===== config.mk =====
export PLATFORM = sky130hd
export DESIGN_NAME = dac_cmd_regfile
export DESIGN_NICKNAME = d
export VERILOG_FILES = /design/src/rtl/dac_cmd_pkg.sv /design/src/rtl/dac_load_sync.sv /design/src/rtl/dac_cmd_decode.sv /design/src/rtl/dac_reg_bank.sv /design/src/rtl/dac_cmd_regfile.sv
export SDC_FILE = /design/constraint.sdc
export NUM_CORES = 1
export LEC_CHECK = 0
export CAP_MARGIN = 0
export CELL_PAD_IN_SITES_DETAIL_PLACEMENT = 0
export CELL_PAD_IN_SITES_GLOBAL_PLACEMENT = 1
export CORE_AREA = 4 4 73 75
export CTS_CLUSTER_DIAMETER = 60
export DETAILED_ROUTE_END_ITERATION = 8
export DIE_AREA = 0 0 77 79
export DONT_BUFFER_PORTS = 1
export PLACE_DENSITY_LB_ADDON = 0.1
export SYNTH_ARGS = -nofsm -noshare
export SYNTH_HDL_FRONTEND = slang
export SYNTH_SLANG_ARGS = --single-unit

===== constraint.sdc =====
create_clock -name clk -period 2.6 [get_ports clk]
set_input_delay 0.26 -clock clk [delete_from_list [all_inputs] [get_ports clk]]
set_output_delay 0.26 -clock clk [all_outputs]
set_load 0.01 [all_outputs]

===== src/rtl/dac_cmd_pkg.sv =====
package dac_cmd_pkg;

  localparam int DATA_W = 16;
  localparam int OP_W   = 8;

  typedef enum logic [OP_W-1:0] {
    OP_NOP    = 8'h00,
    OP_SWLOAD = 8'h01,
    OP_CLEAR  = 8'h02,
    OP_POWER  = 8'h03,
    OP_WRITE  = 8'h04,
    OP_WTHRU  = 8'h05,
    OP_LIN    = 8'h06
  } op_e;

  // field positions inside the data word
  localparam int FLAG_BIT = 0;
  localparam int PD_BIT   = 0;
  localparam int REN_BIT  = 1;
  localparam int LIN_BIT  = 0;

  typedef struct packed {
    logic stage_wr;   // load staging register from data
    logic out_wr;     // load output register from data
    logic swload;     // flagged staging-to-output copy
    logic clear;      // software clear
    logic power;      // power control
    logic lin;        // linearity bit
  } strobe_t;

endpackage


===== src/rtl/dac_load_sync.sv =====
module dac_load_sync #(
  parameter int STAGES = 2
) (
  input  logic clk,
  input  logic rst_n,
  input  logic async_n,
  output logic sync_n
);
  logic [STAGES-1:0] chain_q;

  always_ff @(posedge clk) begin
    if (!rst_n) chain_q <= '1;
    else        chain_q <= {chain_q[STAGES-2:0], async_n};
  end

  assign sync_n = chain_q[STAGES-1];
endmodule


===== src/rtl/dac_cmd_decode.sv =====
module dac_cmd_decode
  import dac_cmd_pkg::*;
(
  input  logic            fire,
  input  logic [OP_W-1:0] opcode,
  output strobe_t         strobe
);
  always_comb begin
    strobe = '0;
    if (fire) begin
      case (opcode)
        OP_SWLOAD: strobe.swload = 1'b1;
        OP_CLEAR:  strobe.clear  = 1'b1;
        OP_POWER:  strobe.power  = 1'b1;
        OP_WRITE:  strobe.stage_wr = 1'b1;
        OP_WTHRU: begin
          strobe.stage_wr = 1'b1;
          strobe.out_wr   = 1'b1;
        end
        OP_LIN:    strobe.lin    = 1'b1;
        default:   strobe        = '0;
      endcase
    end
  end
endmodule


===== src/rtl/dac_reg_bank.sv =====
module dac_reg_bank
  import dac_cmd_pkg::*;
#(
  parameter int CODE_W = 16
) (
  input  logic              clk,
  input  logic              rst_n,
  input  logic              mid_sel,
  input  logic              load_low,
  input  strobe_t           strobe,
  input  logic [DATA_W-1:0] data,
  output logic [CODE_W-1:0] stage_code,
  output logic [CODE_W-1:0] out_code,
  output logic              pd_q,
  output logic              ren_q,
  output logic              lin_q
);
  localparam logic [CODE_W-1:0] MID_CODE = {1'b1, {(CODE_W-1){1'b0}}};

  logic [CODE_W-1:0] cmd_code;
  logic [CODE_W-1:0] rst_code;
  logic [CODE_W-1:0] stage_n, out_n;
  logic              pd_n, ren_n, lin_n;

  assign cmd_code = data[DATA_W-1 -: CODE_W];
  assign rst_code = mid_sel ? MID_CODE : '0;

  always_comb begin
    stage_n = stage_code;
    out_n   = out_code;
    pd_n    = pd_q;
    ren_n   = ren_q;
    lin_n   = lin_q;
    if (strobe.clear) begin
      stage_n = '0;
      out_n   = rst_code;
      pd_n    = 1'b0;
      ren_n   = 1'b1;
      lin_n   = 1'b0;
    end else begin
      if (strobe.stage_wr) stage_n = cmd_code;
      if (strobe.out_wr)   out_n   = cmd_code;
      if (strobe.swload && data[FLAG_BIT]) out_n = stage_code;
      if (strobe.power) begin
        pd_n  = data[PD_BIT];
        ren_n = data[REN_BIT];
      end
      if (strobe.lin) lin_n = data[LIN_BIT];
      if (load_low)   out_n = stage_n;
    end
  end

  always_ff @(posedge clk) begin
    if (!rst_n) begin
      stage_code <= '0;
      out_code   <= rst_code;
      pd_q       <= 1'b0;
      ren_q      <= 1'b1;
      lin_q      <= 1'b0;
    end else begin
      stage_code <= stage_n;
      out_code   <= out_n;
      pd_q       <= pd_n;
      ren_q      <= ren_n;
      lin_q      <= lin_n;
    end
  end
endmodule


===== src/rtl/dac_cmd_regfile.sv =====
module dac_cmd_regfile
  import dac_cmd_pkg::*;
#(
  parameter int CODE_W      = 16,
  parameter int SYNC_STAGES = 2
) (
  input  logic              clk,
  input  logic              rst_n,
  input  logic              mid_sel,
  input  logic              load_n,
  input  logic              cmd_valid,
  output logic              cmd_ready,
  input  logic [OP_W-1:0]   cmd_opcode,
  input  logic [DATA_W-1:0] cmd_data,
  output logic [CODE_W-1:0] dac_code,
  output logic              pwr_down,
  output logic              ready_en,
  output logic              lin_cal
);
  logic              fire;
  logic              load_sync_n;
  logic              load_low;
  strobe_t           strobe;
  logic [CODE_W-1:0] stage_code;

  assign cmd_ready = rst_n;
  assign fire      = cmd_valid & cmd_ready;

  dac_load_sync #(.STAGES(SYNC_STAGES)) u_sync (
    .clk     (clk),
    .rst_n   (rst_n),
    .async_n (load_n),
    .sync_n  (load_sync_n)
  );
  assign load_low = ~load_sync_n;

  dac_cmd_decode u_dec (
    .fire   (fire),
    .opcode (cmd_opcode),
    .strobe (strobe)
  );

  dac_reg_bank #(.CODE_W(CODE_W)) u_bank (
    .clk        (clk),
    .rst_n      (rst_n),
    .mid_sel    (mid_sel),
    .load_low   (load_low),
    .strobe     (strobe),
    .data       (cmd_data),
    .stage_code (stage_code),
    .out_code   (dac_code),
    .pd_q       (pwr_down),
    .ren_q      (ren_q_w),
    .lin_q      (lin_cal)
  );

  logic ren_q_w;
  assign ready_en = ren_q_w;
endmodule


==> key figures <==
Run status
  • Outcome: finished, final reports clean

Cells and area
  • Layout area overhead: 9.03%
  • Filler Cell Count: ~470
  • Layout net count: ~220
  • Multi-input gate area: approximately 800 sq um
  • Final Instance Count excl. Fillers: about 250
  • Post-layout util: 0.421
  • FF/Latch Area: between 900 and 1000 sq um
  • Layout cell share with drive strength beyond 1: 0.115
  • Antenna fix cells: 0
  • Non-Filler Cell Area, Final: around 2000 sq um

Clocking
  • Post-CTS Resized: 0
  • CTS tree: yes
  • Clock Tree Root: clkbuf_8
  • Number of H-tree levels: 2
  • Worst skew pair latency: ~0.28 ns
  • Clock-pin slew of the registers on the worst-case setup and hold paths: about 0.07 ns
  • CTS buffer count: 5
  • Num Clock Sinks: 37
  • Hold_buf cts: 0
  • Clk buf depth: 2
  • Post-CTS Setup Bufs: 0

Critical path
  • CP endpoint kind: flop
  • Crit path kind: primary input to flop
  • Crit-path max cell delay: 0.74 ns
  • Critical-path top delay cell: nand4_1
  • Critical path launch point type: primary input
  • Worst R2R Setup Slack: roughly 0.90 ns
  • Worst r2r src: u_sync.chain_q[1]$_SDFF_PN1_
  • CP Data Required Time: 2.62 ns
  • Critical Path AT: roughly 2.1 ns
  • CP cell instances: nor4_1 > nand4_1 > o211ai_1 > a21oi_1
  • Biggest fanout along the worst timing path: 14
  • Worst Setup SP: cmd_opcode[7]

Global routing
  • Overflow after GRT: 0
  • Number of global-route vias before repair: around 1400
  • Initial antenna violation count: 0
  • First-pass GRT wire length: between 7000 and 8000 um
  • Pin count of the biggest net entering global routing: 18
  • Total GRT Usage: 0.154

Yosys
  • Synth area leaders: edfxtp_1 27%, dfxtp_1 23%, o211ai_1 12%
  • Synth Net Count: approximately 220
  • Seq cells post-synth: 37
  • Mean post-synth cell area: 9.58 sq um
  • Top-count cell post-synth: nand2_1
  • Async SR Flop Fraction: 0
  • Sequential share of the synthesized area: 0.500
  • Most used DFF post-synth: dfxtp_1
  • Number of synthesis warnings: 0
  • Mapped cell area: about 1800 sq um
  • Leading cell types by count after synthesis: 37 x nand2_1, 31 x a21oi_1, 29 x o211ai_1, 21 x dfxtp_1, 16 x edfxtp_1
  • Post-synth top area share: 0.267
  • Synth area leader: edfxtp_1
  • EDFF count, synth: 16
  • Library cells used by synthesis: 32
  • Synthesized instance count: 188

Power and ir drop
  • Total Power: 1.22 mW
  • Pwr/cell area: between 600 and 700 nW/um^2
  • Worst VDD drop: ~0.22 mV
  • Sw frac: 0.208
  • Clock power frac: 0.412
  • Internal cell power: 0.971 mW
  • Sequential Power Share: 0.533
  • Leakage: 0.621 nW
  • Switch Pwr: between 0.2 and 0.3 mW
  • Combinational power share: 0.055

Timing
  • TNS Setup: 0 ns
  • Worst rel slew slack: 0.500
  • Slack of the critical path: about 0.57 ns
  • RSZ-0062 raised after global routing: false
  • Fin Hold WS: roughly 0.05 ns
  • Final min period: between 2 and 2.5 ns
  • Final Hold Violating Endpoints: 0
  • Max Transition Viols Final: 0
  • Slew @ Worst Pin: around 0.75 ns
  • Max Fclk: about 490 MHz
  • Final setup fails: 0
  • Clk_skew: ~0.0043 ns
  • Tcrit/Tclk final: 0.782

Die
  • Row count: 25
  • Core box area: 4660 sq um
  • Die area: 6080 sq um
  • Die Ht: 79 um
  • # IOs: slightly below 50
  • Initial core utilization: 0.386
  • Die X: approximately 77 um

Drt
  • Drt first pass iters: 4
  • Wire per inst: between 15 and 20 um
  • Vias/cell: ~5.8
  • Drc violations: 0
  • Via count: about 1400
  • Routed Antenna Nets: 0
  • Iteration-0 DRC Markers: 88
  • Post-Route WL: between 4000 and 5000 um

Run
  • Max cap viols: 0

Place
  • Place WS: 0.300 ns
  • PortBufs: 0
  • RePlAce Congestion: 0.775
  • Placed Instances: roughly 240
  • Post-DP HPWL: ~3100 um
  • Placement Cell Area: between 1500 and 2000 sq um

Hold path
  • Min-delay src: rst_n
  • Worst min path class: primary input to flop
-- per-layer routing --
metal  share of wire  vias to the layer above  track usage
met4          0.0066                        0       0.0552
met2            0.50                       50        0.266
met1            0.43                      669        0.182
li1                -                      704            -
met5               0                        -            0
met3           0.066                        4       0.0465
-- worst max-delay path, delay by kind of cell --
kind | cells | cell delay (ns)
compound gates | 2 | 0.44
simple gates | 2 | 1.34
-- cell families after synthesis --
kind of cell,share of synthesized area
simple gates,0.183
flops,0.500
buf+inv,0.0556
mux,0.0167
compound gates,0.244
-- layout by cell type, fill, tap and decap left out, types with 3 or more instances in the layout --
cell / Yosys / routed
nor2_1: 3 / 3
mux2i_1: 3 / 3
buf_4: 2 / 8
nand3_1: 6 / 6
a21oi_1: 31 / 31
edfxtp_1: 16 / 16
dfxtp_1: 21 / 21
o211ai_1: 29 / 29
inv_1: 4 / 4
nand2_1: 37 / 37
clkbuf_8: 0 / 6
-- power groups by stage --
stage / Clock [mW] / Combinational (mW) / Sequential [mW]
5_1_grt: 0.549 / 0.0749 / 0.654
3_5_place_dp: 0 / 0.0673 / 0.667
4_1_cts: 0.523 / 0.0676 / 0.654
2_1_floorplan: 0 / 0.0524 / 0.664
3_3_place_gp: 0 / 0.0668 / 0.667
6_report: 0.505 / 0.0669 / 0.653
-- worst paths after layout --
| path | to | depth (start not counted) |
|---|---|---|
| worst min register to register | u_sync.chain_q[1]$_SDFF_PN1_ | 1 |
| worst min-delay path | u_sync.chain_q[1]$_SDFF_PN1_ | 1 |
| worst max-delay path | u_bank.out_code[14]$_SDFFCE_PP0P_ | 4 |
| worst max register to register | u_bank.out_code[14]$_SDFFCE_PP0P_ | 4 |
-- state kept, by name, summed over array words and instances, names as in the netlist --
register and count:
u_bank.out_code 16, u_bank.ren_q 1, u_bank.lin_q 1, u_bank.pd_q 1, u_sync.chain_q 2, u_bank.stage_code 16
-- final cells by class --
class                           count  share of cell area
Sequential cell                    37               0.459
Multi-Input combinational cell    133               0.407
Clock buffer                        7              0.0440
Tap cell                           54              0.0344
Inverter                            5             0.00956
Timing Repair Buffer                8              0.0306
Clock inverter                      1              0.0153
(Power assumes the default switching activity.)
